**src/rtl/pata_pio_pkg.sv**
```systemverilog
package pata_pio_pkg;

    typedef enum logic [1:0] {
        ST_IDLE,
        ST_SETUP,
        ST_STROBE,
        ST_HOLD
    } pio_state_e;

    typedef struct packed {
        logic        ctrl_blk;
        logic [2:0]  reg_idx;
        logic        is_write;
        logic        is_wide;
        logic [15:0] wdata;
    } pio_req_t;

endpackage

```
**src/rtl/pata_iordy_sync.sv**
```systemverilog
module pata_iordy_sync #(
    parameter int STAGES = 2
) (
    input  logic clk,
    input  logic rst_n,
    input  logic async_in,
    output logic sync_out
);
    logic [STAGES-1:0] chain;

    generate
        for (genvar i = 0; i < STAGES; i++) begin : g_stage
            always_ff @(posedge clk or negedge rst_n) begin
                if (!rst_n) begin
                    chain[i] <= 1'b1;
                end else if (i == 0) begin
                    chain[i] <= async_in;
                end else begin
                    chain[i] <= chain[(i == 0) ? 0 : i-1];
                end
            end
        end
    endgenerate

    assign sync_out = chain[STAGES-1];
endmodule

```
**src/rtl/pata_phase_timer.sv**
```systemverilog
module pata_phase_timer #(
    parameter int CNT_W = 4
) (
    input  logic             clk,
    input  logic             rst_n,
    input  logic             clr,
    output logic [CNT_W-1:0] cnt
);
    localparam logic [CNT_W-1:0] CNT_MAX = '1;

    always_ff @(posedge clk or negedge rst_n) begin
        if (!rst_n) begin
            cnt <= '0;
        end else if (clr) begin
            cnt <= '0;
        end else if (cnt != CNT_MAX) begin
            cnt <= cnt + 1'b1;
        end
    end
endmodule

```
**src/rtl/pata_pio_fsm.sv**
```systemverilog
module pata_pio_fsm
    import pata_pio_pkg::*;
#(
    parameter int SETUP_CYC  = 2,
    parameter int STROBE_MIN = 4,
    parameter int HOLD_CYC   = 2,
    parameter int CNT_W      = 3
) (
    input  logic             clk,
    input  logic             rst_n,
    input  logic             req_valid,
    input  logic             iordy_ok,
    input  logic [CNT_W-1:0] phase_cnt,
    output pio_state_e       state,
    output logic             accept,
    output logic             release_pulse,
    output logic             timer_clr,
    output logic             busy,
    output logic             done
);
    localparam logic [CNT_W-1:0] SETUP_LAST  = CNT_W'(SETUP_CYC - 1);
    localparam logic [CNT_W-1:0] STROBE_LAST = CNT_W'(STROBE_MIN - 1);
    localparam logic [CNT_W-1:0] HOLD_LAST   = CNT_W'(HOLD_CYC - 1);

    pio_state_e state_q, state_d;
    logic       finish;

    // state register
    always_ff @(posedge clk or negedge rst_n) begin
        if (!rst_n) begin
            state_q <= ST_IDLE;
            done    <= 1'b0;
        end else begin
            state_q <= state_d;
            done    <= finish;
        end
    end

    // transitions and outputs
    always_comb begin
        state_d       = state_q;
        accept        = 1'b0;
        release_pulse = 1'b0;
        finish        = 1'b0;
        unique case (state_q)
            ST_IDLE: begin
                if (req_valid) begin            // T_ACCEPT
                    state_d = ST_SETUP;
                    accept  = 1'b1;
                end
            end
            ST_SETUP: begin
                if (phase_cnt == SETUP_LAST) begin  // T_SETUP_DONE
                    state_d = ST_STROBE;
                end
            end
            ST_STROBE: begin
                if (phase_cnt >= STROBE_LAST && iordy_ok) begin // T_RELEASE
                    state_d       = ST_HOLD;
                    release_pulse = 1'b1;
                end                              // else T_WAIT
            end
            ST_HOLD: begin
                if (phase_cnt == HOLD_LAST) begin   // T_HOLD_DONE
                    state_d = ST_IDLE;
                    finish  = 1'b1;
                end
            end
            default: state_d = ST_IDLE;
        endcase
        timer_clr = (state_d != state_q);
        busy      = (state_q != ST_IDLE);
    end

    assign state = state_q;
endmodule

```
**src/rtl/pata_bus_datapath.sv**
```systemverilog
module pata_bus_datapath
    import pata_pio_pkg::*;
(
    input  logic        clk,
    input  logic        rst_n,
    input  pio_state_e  state,
    input  logic        accept,
    input  logic        release_pulse,
    input  pio_req_t    req_in,
    input  logic [15:0] bus_in,
    output logic        cs0_n,
    output logic        cs1_n,
    output logic [2:0]  addr,
    output logic        dior_n,
    output logic        diow_n,
    output logic [15:0] bus_out,
    output logic        bus_oe,
    output logic [15:0] rdata
);
    pio_req_t cur;
    logic     active;
    logic     strobe;

    always_ff @(posedge clk or negedge rst_n) begin
        if (!rst_n) begin
            cur   <= '0;
            rdata <= '0;
        end else begin
            if (accept) begin
                cur <= req_in;
            end
            if (release_pulse && !cur.is_write) begin
                rdata <= cur.is_wide ? bus_in : {8'h00, bus_in[7:0]};
            end
        end
    end

    always_comb begin
        active  = (state != ST_IDLE);
        strobe  = (state == ST_STROBE);
        cs0_n   = !(active && !cur.ctrl_blk);
        cs1_n   = !(active && cur.ctrl_blk);
        addr    = active ? cur.reg_idx : 3'd0;
        dior_n  = !(strobe && !cur.is_write);
        diow_n  = !(strobe && cur.is_write);
        bus_oe  = active && cur.is_write;
        bus_out = '0;
        if (bus_oe) begin
            bus_out = cur.is_wide ? cur.wdata : {8'h00, cur.wdata[7:0]};
        end
    end
endmodule

```
**src/rtl/pata_pio_engine.sv**
```systemverilog
module pata_pio_engine
    import pata_pio_pkg::*;
#(
    parameter int SETUP_CYC  = 2,
    parameter int STROBE_MIN = 4,
    parameter int HOLD_CYC   = 2,
    parameter int SYNC_STAGES = 2
) (
    input  logic        clk,
    input  logic        rst_n,
    input  logic        req_valid,
    input  logic        req_ctrl,
    input  logic [2:0]  req_addr,
    input  logic        req_write,
    input  logic        req_wide,
    input  logic [15:0] req_wdata,
    output logic        busy,
    output logic        done,
    output logic [15:0] rdata,
    output logic        ata_cs0_n,
    output logic        ata_cs1_n,
    output logic [2:0]  ata_addr,
    output logic        ata_dior_n,
    output logic        ata_diow_n,
    output logic [15:0] ata_data_out,
    output logic        ata_data_oe,
    input  logic [15:0] ata_data_in,
    input  logic        ata_iordy
);
    localparam int MAX_A   = (SETUP_CYC > HOLD_CYC) ? SETUP_CYC : HOLD_CYC;
    localparam int MAX_CYC = (MAX_A > STROBE_MIN) ? MAX_A : STROBE_MIN;
    localparam int CNT_W   = $clog2(MAX_CYC + 1);

    pio_state_e       state;
    pio_req_t         req_in;
    logic             accept;
    logic             release_pulse;
    logic             timer_clr;
    logic             iordy_s;
    logic [CNT_W-1:0] phase_cnt;

    assign req_in = '{ctrl_blk: req_ctrl, reg_idx: req_addr, is_write: req_write,
                      is_wide: req_wide, wdata: req_wdata};

    pata_iordy_sync #(.STAGES(SYNC_STAGES)) u_sync (
        .clk      (clk),
        .rst_n    (rst_n),
        .async_in (ata_iordy),
        .sync_out (iordy_s)
    );

    pata_phase_timer #(.CNT_W(CNT_W)) u_timer (
        .clk   (clk),
        .rst_n (rst_n),
        .clr   (timer_clr),
        .cnt   (phase_cnt)
    );

    pata_pio_fsm #(
        .SETUP_CYC  (SETUP_CYC),
        .STROBE_MIN (STROBE_MIN),
        .HOLD_CYC   (HOLD_CYC),
        .CNT_W      (CNT_W)
    ) u_fsm (
        .clk           (clk),
        .rst_n         (rst_n),
        .req_valid     (req_valid),
        .iordy_ok      (iordy_s),
        .phase_cnt     (phase_cnt),
        .state         (state),
        .accept        (accept),
        .release_pulse (release_pulse),
        .timer_clr     (timer_clr),
        .busy          (busy),
        .done          (done)
    );

    pata_bus_datapath u_dp (
        .clk           (clk),
        .rst_n         (rst_n),
        .state         (state),
        .accept        (accept),
        .release_pulse (release_pulse),
        .req_in        (req_in),
        .bus_in        (ata_data_in),
        .cs0_n         (ata_cs0_n),
        .cs1_n         (ata_cs1_n),
        .addr          (ata_addr),
        .dior_n        (ata_dior_n),
        .diow_n        (ata_diow_n),
        .bus_out       (ata_data_out),
        .bus_oe        (ata_data_oe),
        .rdata         (rdata)
    );
endmodule

```
**config.mk**
```make
export PLATFORM = sky130hd
export DESIGN_NAME = pata_pio_engine
export DESIGN_NICKNAME = d
export VERILOG_FILES = /design/src/rtl/pata_pio_pkg.sv /design/src/rtl/pata_iordy_sync.sv /design/src/rtl/pata_phase_timer.sv /design/src/rtl/pata_pio_fsm.sv /design/src/rtl/pata_bus_datapath.sv /design/src/rtl/pata_pio_engine.sv
export SDC_FILE = /design/constraint.sdc
export NUM_CORES = 1
export LEC_CHECK = 0
export BUFFER_PORTS_ARGS = -buffer_cell sky130_fd_sc_hd__buf_2
export CAP_MARGIN = 20
export CORE_ASPECT_RATIO = 1.2
export CORE_MARGIN = 4
export CORE_UTILIZATION = 47
export CTS_BUF_LIST = sky130_fd_sc_hd__clkbuf_4 sky130_fd_sc_hd__clkbuf_8 sky130_fd_sc_hd__clkbuf_16
export CTS_CLUSTER_SIZE = 40
export DETAILED_ROUTE_END_ITERATION = 7
export PLACE_DENSITY = 0.78
export SLEW_MARGIN = 20
export SYNTH_ARGS = -nofsm -noshare
export SYNTH_HDL_FRONTEND = slang
export SYNTH_SLANG_ARGS = --single-unit
```
**constraint.sdc**
```tcl
create_clock -name clk -period 2.3 [get_ports clk]
set_input_delay 0.345 -clock clk [delete_from_list [all_inputs] [get_ports clk]]
set_output_delay 0.345 -clock clk [all_outputs]
set_load 0.005 [all_outputs]
```
==> impl_metrics.py, run 1 <==
metrics = {
    "run_status": {
        "status": "completed",
    },
    "sta": {
        "hold_viol": 0,
        "max_freq_mhz": 503,
        "fin_crit_sh_pct": 86.5,
        "hold_ws_ns": 0.0163,
        "slew_viol_final": 0,
        "finClkSkew_ns": 0.00862,
        "min_period_ns": 1.99,
        "fin_setup_tns_ns": 0,
        "setup_viol": 0,
        "slew_headroom_pct": 63.0,
        "rsz0062_at_grt": "false",
        "tightest_slew_ns": 0.553,
    },
    "synth": {
        "synth_seq_cells": 46,
        "ys.warnings.count": 0,
        "ys_types": 27,
        "ys_seq_area_share_pct": 56.7,
        "syn_area_um2": 2030,
        "synthCells": 158,
        "synth_nets": 204,
        "avgSynthCellArea_um2": 12.9,
    },
    "place": {
        "post_dp_cell_area_um2": 2520,
        "gp_congestion": 0.768,
        "portBuffers": 83,
        "dp_hpwl_mm": 3.08,
    },
    "clock_tree": {
        "cts-root-buf": "clkbuf_8",
        "path_clk_slew_ns": 0.08,
        "post_cts_buffers": 0,
        "numCtsBuffers": 5,
        "cts.path.max_buffers": 2,
        "clk_latency_ns": 0.30,
        "cts_hold_buffers": 0,
        "htreeDepth": 2,
        "clock-sinks": 46,
        "cts_tree": "built",
    },
    "setup_path": {
        "cp-end-kind": "register",
        "worstSetupStartpointType": "register",
        "cp.required_ns": 2.48,
        "cp_max_fo": 9,
        "worst-setup-path-type": "reg2reg",
        "crit_arrival_ns": 2.17,
    },
    "grt": {
        "antenna_found_initial": 0,
        "grt_usage_pct": 16.5,
        "grt_max_degree": 47,
        "grt_pass1_vias": 1477,
        "grt_pass1_wl_mm": 6.63,
        "grt.overflow.total": 0,
    },
    "flow_run": {
        "cap_violations": 0,
    },
    "finish": {
        "final_layout_size_suffix_gt1_share_pct": 53.6,
        "areaGrowthSynthToFinish_pct": 28.9,
        "final_util_pct": 64.4,
        "final_common_cell": "buf_2",
        "layout_common_cells": "83 x buf_2, 44 x dfrtp_1, 28 x mux2_2, 12 x nand2_1, 11 x inv_1",
        "antenna_cells": 0,
        "final_area_um2": 2620,
        "nets": 293,
    },
    "die": {
        "ios": 84,
        "core-area_um2": 4070,
        "fp.dieH_um": 80.1,
        "rows": 25,
        "dieArea_um2": 5450,
        "start_util_pct": 50.0,
        "die_w_um": 68.0,
    },
    "route": {
        "first_pass_iters": 4,
        "drcViolationCount": 0,
        "drt-total-wl_mm": 4.11,
        "vias_per_cell": 4.84,
        "post_drt_wl_per_cell_um": 13.6,
        "vias": 1463,
        "ant_nets": 0,
        "initialDrtViolationCount": 54,
    },
    "power_and_ir_drop": {
        "peakVddDrop_mv": 0.463,
        "p_leak_nw": 1.40,
        "power_density_nw_per_um2": 553,
    },
    "hold_path": {
        "hp-class": "in2async",
    },
}
critical path, cell delays in order, from the launching register on:
cell and delay, ns:
dfrtp_1 0.43, ha_1 0.23, ha_1 0.18, a211o_1 0.30, and4b_1 0.34, buf_4 0.26, mux2i_1 0.13
report_power, final:
group | internal, W | leakage, nW | switching (W)
Sequential | 0.000831 | 0.549 | 0.0000135
Clock | 0.000242 | 0.0472 | 0.000266
Combinational | 0.0000559 | 0.805 | 0.0000408
Total | 0.00113 | 1.40 | 0.000320
timing repair:
action | in CTS | in global routing
endpoints found under the setup margin | 0 | 17
gates resized for setup | 0 | 1
hold endpoints to repair | 0 | 0
routing by layer:
layer	up-vias	wire, µm	GRT usage (%)
li1	707	-	-
met1	682	1750	19.6
met2	68	1850	26.9
met3	6	457	6.71
met4	0	52	5.37
met5	-	0	0
cells in the mapped netlist:
library cell / number / share of area [%]
dfstp_2: 2 / 2.6
nand2b_1: 2 / 0.62
xnor2_1: 1 / 0.43
nor3b_2: 1 / 0.62
a21oi_1: 5 / 1.2
nand2_1: 12 / 2.2
and4b_1: 1 / 0.49
and2_1: 8 / 2.5
clkbuf_1: 1 / 0.18
mux2_4: 2 / 1.5
dfrtp_1: 44 / 54
xor2_1: 1 / 0.43
nor2b_2: 1 / 0.43
or2_2: 1 / 0.31
buf_12: 1 / 0.98
a211o_1: 1 / 0.43
mux2_2: 28 / 16
mux2i_1: 8 / 3.9
buf_2: 3 / 0.74
nor2_1: 3 / 0.55
nor2b_1: 5 / 1.5
a31oi_1: 1 / 0.31
inv_1: 11 / 2.0
and3_1: 9 / 2.8
a311o_2: 1 / 0.55
buf_6: 1 / 0.55
ha_1: 4 / 2.5
path summary, 6_finish.rpt:
kind	endpoint	depth (start not counted)	slack, ns	startpoint
min	u_dp.rdata[0]	2	0.02	rst_n
max reg2reg	u_dp.rdata[10]	6	0.31	u_timer.cnt[0]
min reg2reg	u_sync.sync_out	0	0.36	u_sync.chain[0]
max in group asynchronous	u_sync.chain[0]	2	2.02	rst_n
max	u_dp.rdata[10]	6	0.31	u_timer.cnt[0]
min in group clk	u_sync.chain[0]	1	0.13	ata_iordy
flip-flops by register name (all words and copies together), names as in the netlist:
register and cells:
u_sync.chain 1, u_dp.cur 22, u_dp.rdata 16, u_fsm.done 1, u_sync.sync_out 1, u_timer.cnt 3, u_fsm.state 2
stage by stage:
| stage | setup slack, ns | cells | power, W |
|---|---|---|---|
| floorplan | 0.376 | 158 | 0.000888 |
| global placement | 0.333 | 294 | 0.000958 |
| detailed placement | 0.311 | 294 | 0.000960 |
| CTS | 0.0242 | 302 | 0.00146 |
| global route | 0.156 | 302 | 0.00153 |
| finish | 0.310 | 302 | 0.00145 |
area by class of cell:
type,instances,area (µm²)
fill,346,1450
sequential,46,1150
multi-input combinational,95,797
timing repair buffer,88,465
clock buffer,6,82.6
tap,54,67.6
inverter,11,41.3
clock inverter,2,12.5
cell families after synthesis:
kind of cell,after synthesis,share of synthesized area (%)
xor gates and xnor gates,2,0.862
AOI/OAI and AO/OA,8,2.52
muxes,38,20.9
buffers and inverters,17,4.49
DFF,46,56.7
and+or+nand+nor,43,12.0
adders and majority gates,4,2.46
No activity file was read; power rests on OpenSTA's default activity.
==> run 2: changes to the inputs <==
==> constraint.sdc (replaced) <==
create_clock -name clk -period 2.2 [get_ports clk]
set_input_delay 0.33 -clock clk [delete_from_list [all_inputs] [get_ports clk]]
set_output_delay 0.33 -clock clk [all_outputs]
set_load 0.005 [all_outputs]
==> run 2 against run 1 <==
Net effect:
- non-clock buffer count rose by 2
- count of clock-buffer cells in the layout rose by 2
- highest routed layer unchanged
- clock power rose by 13%
- largest power group unchanged
- largest cell class unchanged
==> impl_metrics.py, run 2 (same netlist as run 1, synthesis figures left out) <==
metrics = {
    "sta": {
        "setup_viol": 0,
        "rsz0062_at_grt": "false",
        "slew_viol_final": 0,
        "slew_headroom_pct": 47.0,
        "min_period_ns": 1.97,
        "setup_ws_ns": 0.226,
        "max_freq_mhz": 507,
        "fin_setup_tns_ns": 0,
        "hold_viol": 0,
        "tightest_slew_ns": 0.795,
        "fin_crit_sh_pct": 89.7,
        "finClkSkew_ns": 0.00248,
    },
    "clock_tree": {
        "cts_resized": 0,
        "htreeDepth": 2,
        "cts-root-buf": "clkbuf_8",
        "cts_tree": "built",
        "cts_hold_buffers": 0,
        "cts.path.max_buffers": 2,
        "path_clk_slew_ns": 0.08,
        "clock-sinks": 46,
        "clk_latency_ns": 0.29,
        "post_cts_buffers": 0,
        "numCtsBuffers": 5,
    },
    "place": {
        "dp_hpwl_mm": 3.07,
        "gp_congestion": 0.741,
        "post-place-cells": 296,
        "portBuffers": 83,
        "dp_slack_ns": 0.224,
    },
    "finish": {
        "final_util_pct": 64.9,
        "largest_reg_flops": 22,
        "antenna_cells": 0,
        "reg_top3": "u_dp.cur: 22 flops, u_dp.rdata: 16 flops, u_timer.cnt: 3 flops",
        "fin_cells": 304,
        "fill_cells": 341,
        "final_common_cell": "buf_2",
        "layout_common_cells": "83 x buf_2, 44 x dfrtp_1, 28 x mux2_2, 12 x nand2_1, 11 x inv_1",
        "final_layout_size_suffix_gt1_share_pct": 54.0,
        "largest-register": "u_dp.cur",
        "areaGrowthSynthToFinish_pct": 29.7,
        "nets": 295,
    },
    "run_status": {
        "status": "completed",
    },
    "setup_path": {
        "crit_chain": "ha_1 -> ha_1 -> a211o_1 -> and4b_1 -> buf_4 -> mux2i_1",
        "cpMostUsedCell": "ha_1",
        "timing.critical_path.buf_inv": 1,
        "r2r-start": "u_timer.cnt[0]",
        "cp-end-kind": "register",
        "worst-setup-path-type": "reg2reg",
        "crit_slowest_cell": "dfrtp_1",
        "cp-startpoint": "u_timer.cnt[0]",
        "crit_arrival_ns": 2.15,
        "cp.required_ns": 2.37,
        "cpLargestDelayFamily": "flip-flops",
        "cp_max_fo": 9,
        "worstSetupStartpointType": "register",
        "cp_slowest_stage_delay_ns": 0.43,
    },
    "grt": {
        "grt_pass1_wl_mm": 6.27,
        "met2_usage_pct": 26.2,
        "met1_usage_pct": 17.9,
        "grt_usage_pct": 15.3,
        "grt_pass1_vias": 1457,
        "grtUsageMet3_pct": 4.90,
        "grt_busiest_layer": "met2",
        "antenna_found_initial": 0,
        "grt.overflow.total": 0,
        "grt_max_degree": 38,
    },
    "route": {
        "drcViolationCount": 0,
        "first_pass_iters": 4,
        "initialDrtViolationCount": 49,
        "vias_per_cell": 4.87,
        "ant_nets": 0,
        "drt-total-wl_mm": 4.08,
        "post_drt_wl_per_cell_um": 13.4,
        "vias": 1480,
    },
    "die": {
        "dieArea_um2": 5450,
        "core-area_um2": 4070,
        "start_util_pct": 50.0,
        "fp.dieH_um": 80.1,
        "ios": 84,
        "rows": 25,
        "die_w_um": 68.0,
    },
    "power_and_ir_drop": {
        "power_density_nw_per_um2": 591,
        "peakVddDrop_mv": 0.453,
        "p_total_w": 0.00156,
        "p_leak_nw": 1.42,
    },
    "hold_path": {
        "hp-class": "in2async",
    },
    "flow_run": {
        "cap_violations": 0,
    },
}
-- run 2: changes by cell type in the layout (fill, tap and decap cells not counted), sizes merged --
cell      before  now
clkbuf         6    8
buf           88   90
clkinvlp       1    0
clkinv         1    0
-- run 2: per-layer routing --
| metal | share of wire [%] | wire, µm |
|---|---|---|
| met3 | 11 | 447 |
| met2 | 47 | 1940 |
| met1 | 41 | 1660 |
| met4 | 0.96 | 39 |
| met5 | 0 | 0 |
-- run 2: power by group --
part           internal [W]  switching (W)
combinational     0.0000570      0.0000424
clock              0.000317       0.000259
sequential         0.000869      0.0000145
total               0.00124       0.000316
-- run 2: cell type report --
class                      instances  area [µm²]  area share [%]
multi-input combinational         95         797            30.2
timing repair buffer              90         468            17.7
tap                               54        67.6            2.56
inverter                          11        41.3            1.57
clock buffer                       8         110            4.17
sequential                        46        1150            43.7
-- run 2: final timing paths --
check / end / slack [ns] / cells after the start
max in group asynchronous: u_dp.rdata[11] / 1.49 / 2
max: u_dp.rdata[14] / 0.23 / 6
max reg2reg: u_dp.rdata[14] / 0.23 / 6
min reg2reg: u_sync.sync_out / 0.36 / 0
min: u_dp.rdata[0] / 0.11 / 1
min in group clk: u_sync.chain[0] / 0.14 / 1
-- run 2: stage by stage --
stage	area (µm²)	hold WS (ns)
3_5_place_dp	2520	0.354
3_3_place_gp	2520	0.346
5_1_grt	2640	0.122
6_report	2640	0.112
2_1_floorplan	2030	0.0344
4_1_cts	2640	0.127
==> run 3: changes to the inputs <==
--- a/config.mk
+++ b/config.mk
@@ -5,15 +5,17 @@
 export SDC_FILE = /design/constraint.sdc
 export NUM_CORES = 1
 export LEC_CHECK = 0
+export ABC_AREA = 1
 export BUFFER_PORTS_ARGS = -buffer_cell sky130_fd_sc_hd__buf_2
 export CAP_MARGIN = 20
 export CORE_ASPECT_RATIO = 1.2
 export CORE_MARGIN = 4
-export CORE_UTILIZATION = 47
+export CORE_UTILIZATION = 45
 export CTS_BUF_LIST = sky130_fd_sc_hd__clkbuf_4 sky130_fd_sc_hd__clkbuf_8 sky130_fd_sc_hd__clkbuf_16
 export CTS_CLUSTER_SIZE = 40
 export DETAILED_ROUTE_END_ITERATION = 7
-export PLACE_DENSITY = 0.78
+export PLACE_DENSITY = 0.75
+export SETUP_SLACK_MARGIN = 0.5
 export SLEW_MARGIN = 20
 export SYNTH_ARGS = -nofsm -noshare
 export SYNTH_HDL_FRONTEND = slang
==> run 3 against run 2 <==
Net effect:
- first-iteration DRC count increased by 53%
- critical endpoint is now ata_data_out[13]
- wire length increased by 25%
- clock power decreased by 7.3%
- power decreased by 7.1%
- clock skew increased by 0.0045 ns
- cell area increased by 6.6%
- synthesized area increased by 5.8%
- sequential share of layout area decreased by 2.6 points
- worst hold slack got worse by 0.018 ns
==> impl_metrics.py, run 3 <==
metrics = {
    "synth": {
        "synth_ff_type": "dfrtp_1",
        "synth_top_area_share_pct": 51.2,
        "yosys-top-cells-count": "60 x nand2_1, 44 x dfrtp_1, 35 x nor2_1, 28 x inv_1, 18 x a21oi_1",
        "ys_async_sr_fraction_pct": 100,
        "yosys.area_share.simple_pct": 24.1,
        "synthMuxAreaShare_pct": 0,
        "synth_nets": 288,
        "yosys.area.top_type": "dfrtp_1",
        "avgSynthCellArea_um2": 8.89,
        "synth_seq_cells": 46,
        "ys_seq_area_share_pct": 53.6,
        "synth-xor-area-share_pct": 0.407,
        "synth_top_family_by_area": "simple AND/OR/NAND/NOR gates",
        "syn_area_um2": 2150,
        "synth.most_common_cell": "nand2_1",
        "yosys.area_share.adder_pct": 2.33,
        "synthCells": 242,
        "ys_types": 20,
        "synth-compound-area-share_pct": 10.7,
        "synth.area.top_cells": "dfrtp_1 51%, nand2_1 10%, o21ai_2 6.5%, nor2_1 6.1%, inv_1 4.9%",
        "synth_edf_count": 0,
        "ys.warnings.count": 0,
    },
    "setup_path": {
        "crit_arrival_ns": 1.36,
        "cp-end-kind": "output port",
        "cp_max_fo": 7,
        "worstSetupStartpointType": "register",
        "cp.required_ns": 1.87,
        "worst-setup-path-type": "reg2out",
    },
    "route": {
        "initialDrtViolationCount": 75,
        "drcViolationCount": 0,
        "vias_per_cell": 4.78,
        "drt-total-wl_mm": 5.10,
        "post_drt_wl_per_cell_um": 13.0,
        "ant_nets": 0,
        "vias": 1880,
        "first_pass_iters": 4,
    },
    "sta": {
        "tightest_slew_ns": 0.754,
        "rsz0062_at_grt": "true",
        "slew_headroom_pct": 49.7,
        "fin_crit_sh_pct": 76.6,
        "hold_viol": 0,
        "slew_viol_final": 0,
        "max_freq_mhz": 593,
        "fin_setup_tns_ns": 0,
        "setup_viol": 0,
        "min_period_ns": 1.69,
        "finClkSkew_ns": 0.00696,
    },
    "place": {
        "dp_hpwl_mm": 3.43,
        "gp_congestion": 0.769,
        "portBuffers": 83,
        "post_dp_cell_area_um2": 2580,
    },
    "die": {
        "fp.dieH_um": 83.8,
        "die_w_um": 71.1,
        "ios": 84,
        "core-area_um2": 4590,
        "dieArea_um2": 5960,
        "rows": 27,
        "start_util_pct": 46.8,
    },
    "power_and_ir_drop": {
        "p_clk_share_pct": 36.9,
        "p_leak_nw": 1.46,
        "pwr-share-seq_pct": 58.6,
        "power_switching_share_pct": 21.0,
        "p_int_w": 0.00114,
        "netSwitchingPower_w": 0.000304,
        "peakVddDrop_mv": 0.393,
        "power_density_nw_per_um2": 515,
        "comb_power_share_pct": 4.4,
    },
    "clock_tree": {
        "clk_latency_ns": 0.30,
        "htreeDepth": 2,
        "numCtsBuffers": 5,
        "cts_hold_buffers": 0,
        "cts_tree": "built",
        "cts-root-buf": "clkbuf_8",
        "path_clk_slew_ns": 0.08,
        "clock-sinks": 46,
        "cts.path.max_buffers": 2,
    },
    "grt": {
        "antenna_found_initial": 0,
        "grt_max_degree": 36,
        "grt_usage_pct": 17.2,
        "grt_pass1_vias": 1770,
        "grt.overflow.total": 0,
        "grt_pass1_wl_mm": 8.26,
    },
    "flow_run": {
        "cap_violations": 0,
    },
    "finish": {
        "layout_common_cells": "83 x buf_2, 59 x nand2_1, 41 x dfrtp_1, 29 x nor2_1, 26 x inv_1",
        "reg_top3": "u_dp.cur: 22 flops, u_dp.rdata: 16 flops, u_timer.cnt: 3 flops",
        "final_common_cell": "buf_2",
        "final_layout_size_suffix_gt1_share_pct": 43.3,
        "largest_reg_flops": 22,
        "areaGrowthSynthToFinish_pct": 30.6,
        "antenna_cells": 0,
        "nets": 380,
        "fill_cells": 439,
        "final_area_um2": 2810,
        "largest-register": "u_dp.cur",
    },
    "hold_path": {
        "hp-class": "in2async",
    },
    "run_status": {
        "status": "completed",
    },
}
## run 3: changes by cell type after synthesis, moves of 5 or more
cell,change
nand3_1,+11
mux2_2,-28
nor2b_1,-5
o21ai_2,+16
inv_1,+17
and3_1,-9
a21oi_1,+13
nand2_2,+5
nor2_1,+32
mux2i_1,-8
nand2_1,+48
and2_1,-8
## run 3: kinds of logic (layout without fill, tap and decap cells)
group	after synthesis	count (layout)
and+or+nand+nor	118	121
DFF	46	46
buffers and inverters	39	129
AOI/OAI and AO/OA	34	34
adders and majority gates	4	4
xor gates and xnor gates	1	1
## run 3: worst paths after layout
kind | start | end | slack [ns] | cells past startpoint
max | u_fsm.state[1] | ata_data_out[13] | 0.51 | 6
min | rst_n | u_dp.rdata[5] | 0.09 | 1
max reg2reg | u_timer.cnt[0] | u_dp.rdata[8] | 0.62 | 6
min reg2reg | u_sync.chain[0] | u_sync.sync_out | 0.36 | 0
max in group asynchronous | rst_n | u_dp.cur[16] | 1.48 | 2
min in group clk | ata_iordy | u_sync.chain[0] | 0.13 | 1
## run 3: stage by stage
stage                     hold WS, ns  total power, W  setup WS, ns  instances  utilization, %
after floorplan                0.0344        0.000873         0.808        242               -
after global placement          0.346        0.000930         0.589        375            56.1
after detailed placement        0.347        0.000930         0.517        375            56.1
after CTS                       0.115         0.00146         0.506        390            60.0
after global routing            0.118         0.00151         0.429        393            61.2
final                          0.0947         0.00145         0.514        393            61.2
## run 3: layout make-up
cell class,instances,area (µm²),area share [%]
timing repair buffer,93,510,18.2
clock buffer,7,90.1,3.20
sequential,46,1160,41.2
tap,58,72.6,2.58
clock inverter,1,5.00,0.178
multi-input combinational,160,867,30.8
inverter,28,109,3.87
## run 3: what timing repair did
| item | CTS | global route |
|---|---|---|
| setup endpoints to repair | 23 | 32 |
| cloned | 1 | 2 |
| pin swaps | 1 | 2 |
| resized for setup | 6 | 10 |
| setup buffers | 6 | 1 |
## run 3: per-layer routing
metal / share of wire, % / vias to the layer above / global-route usage (%) / wire length (µm)
met5: 0 / - / 0 / 0
li1: - / 935 / - / -
met2: 48 / 76 / 27.7 / 2460
met4: 1.8 / 0 / 6.67 / 92
met1: 43 / 859 / 22.3 / 2200
met3: 6.9 / 10 / 4.10 / 354
## run 3: power by group through the flow
stage	combinational (W)	sequential, W	clock [W]
2_1_floorplan	0.00000748	0.000865	0
5_1_grt	0.0000734	0.000849	0.000589
4_1_cts	0.0000654	0.000848	0.000547
6_report	0.0000641	0.000848	0.000534
3_5_place_dp	0.0000650	0.000865	0
3_3_place_gp	0.0000650	0.000865	0
## run 3: critical path, stage by stage, from the launching register on
cell and delay (ns):
dfrtp_2 0.40, nor2_4 0.05, nor2_4 0.10, clkinvlp_4 0.13, buf_6 0.16, nor2_1 0.09
buf_2 0.12
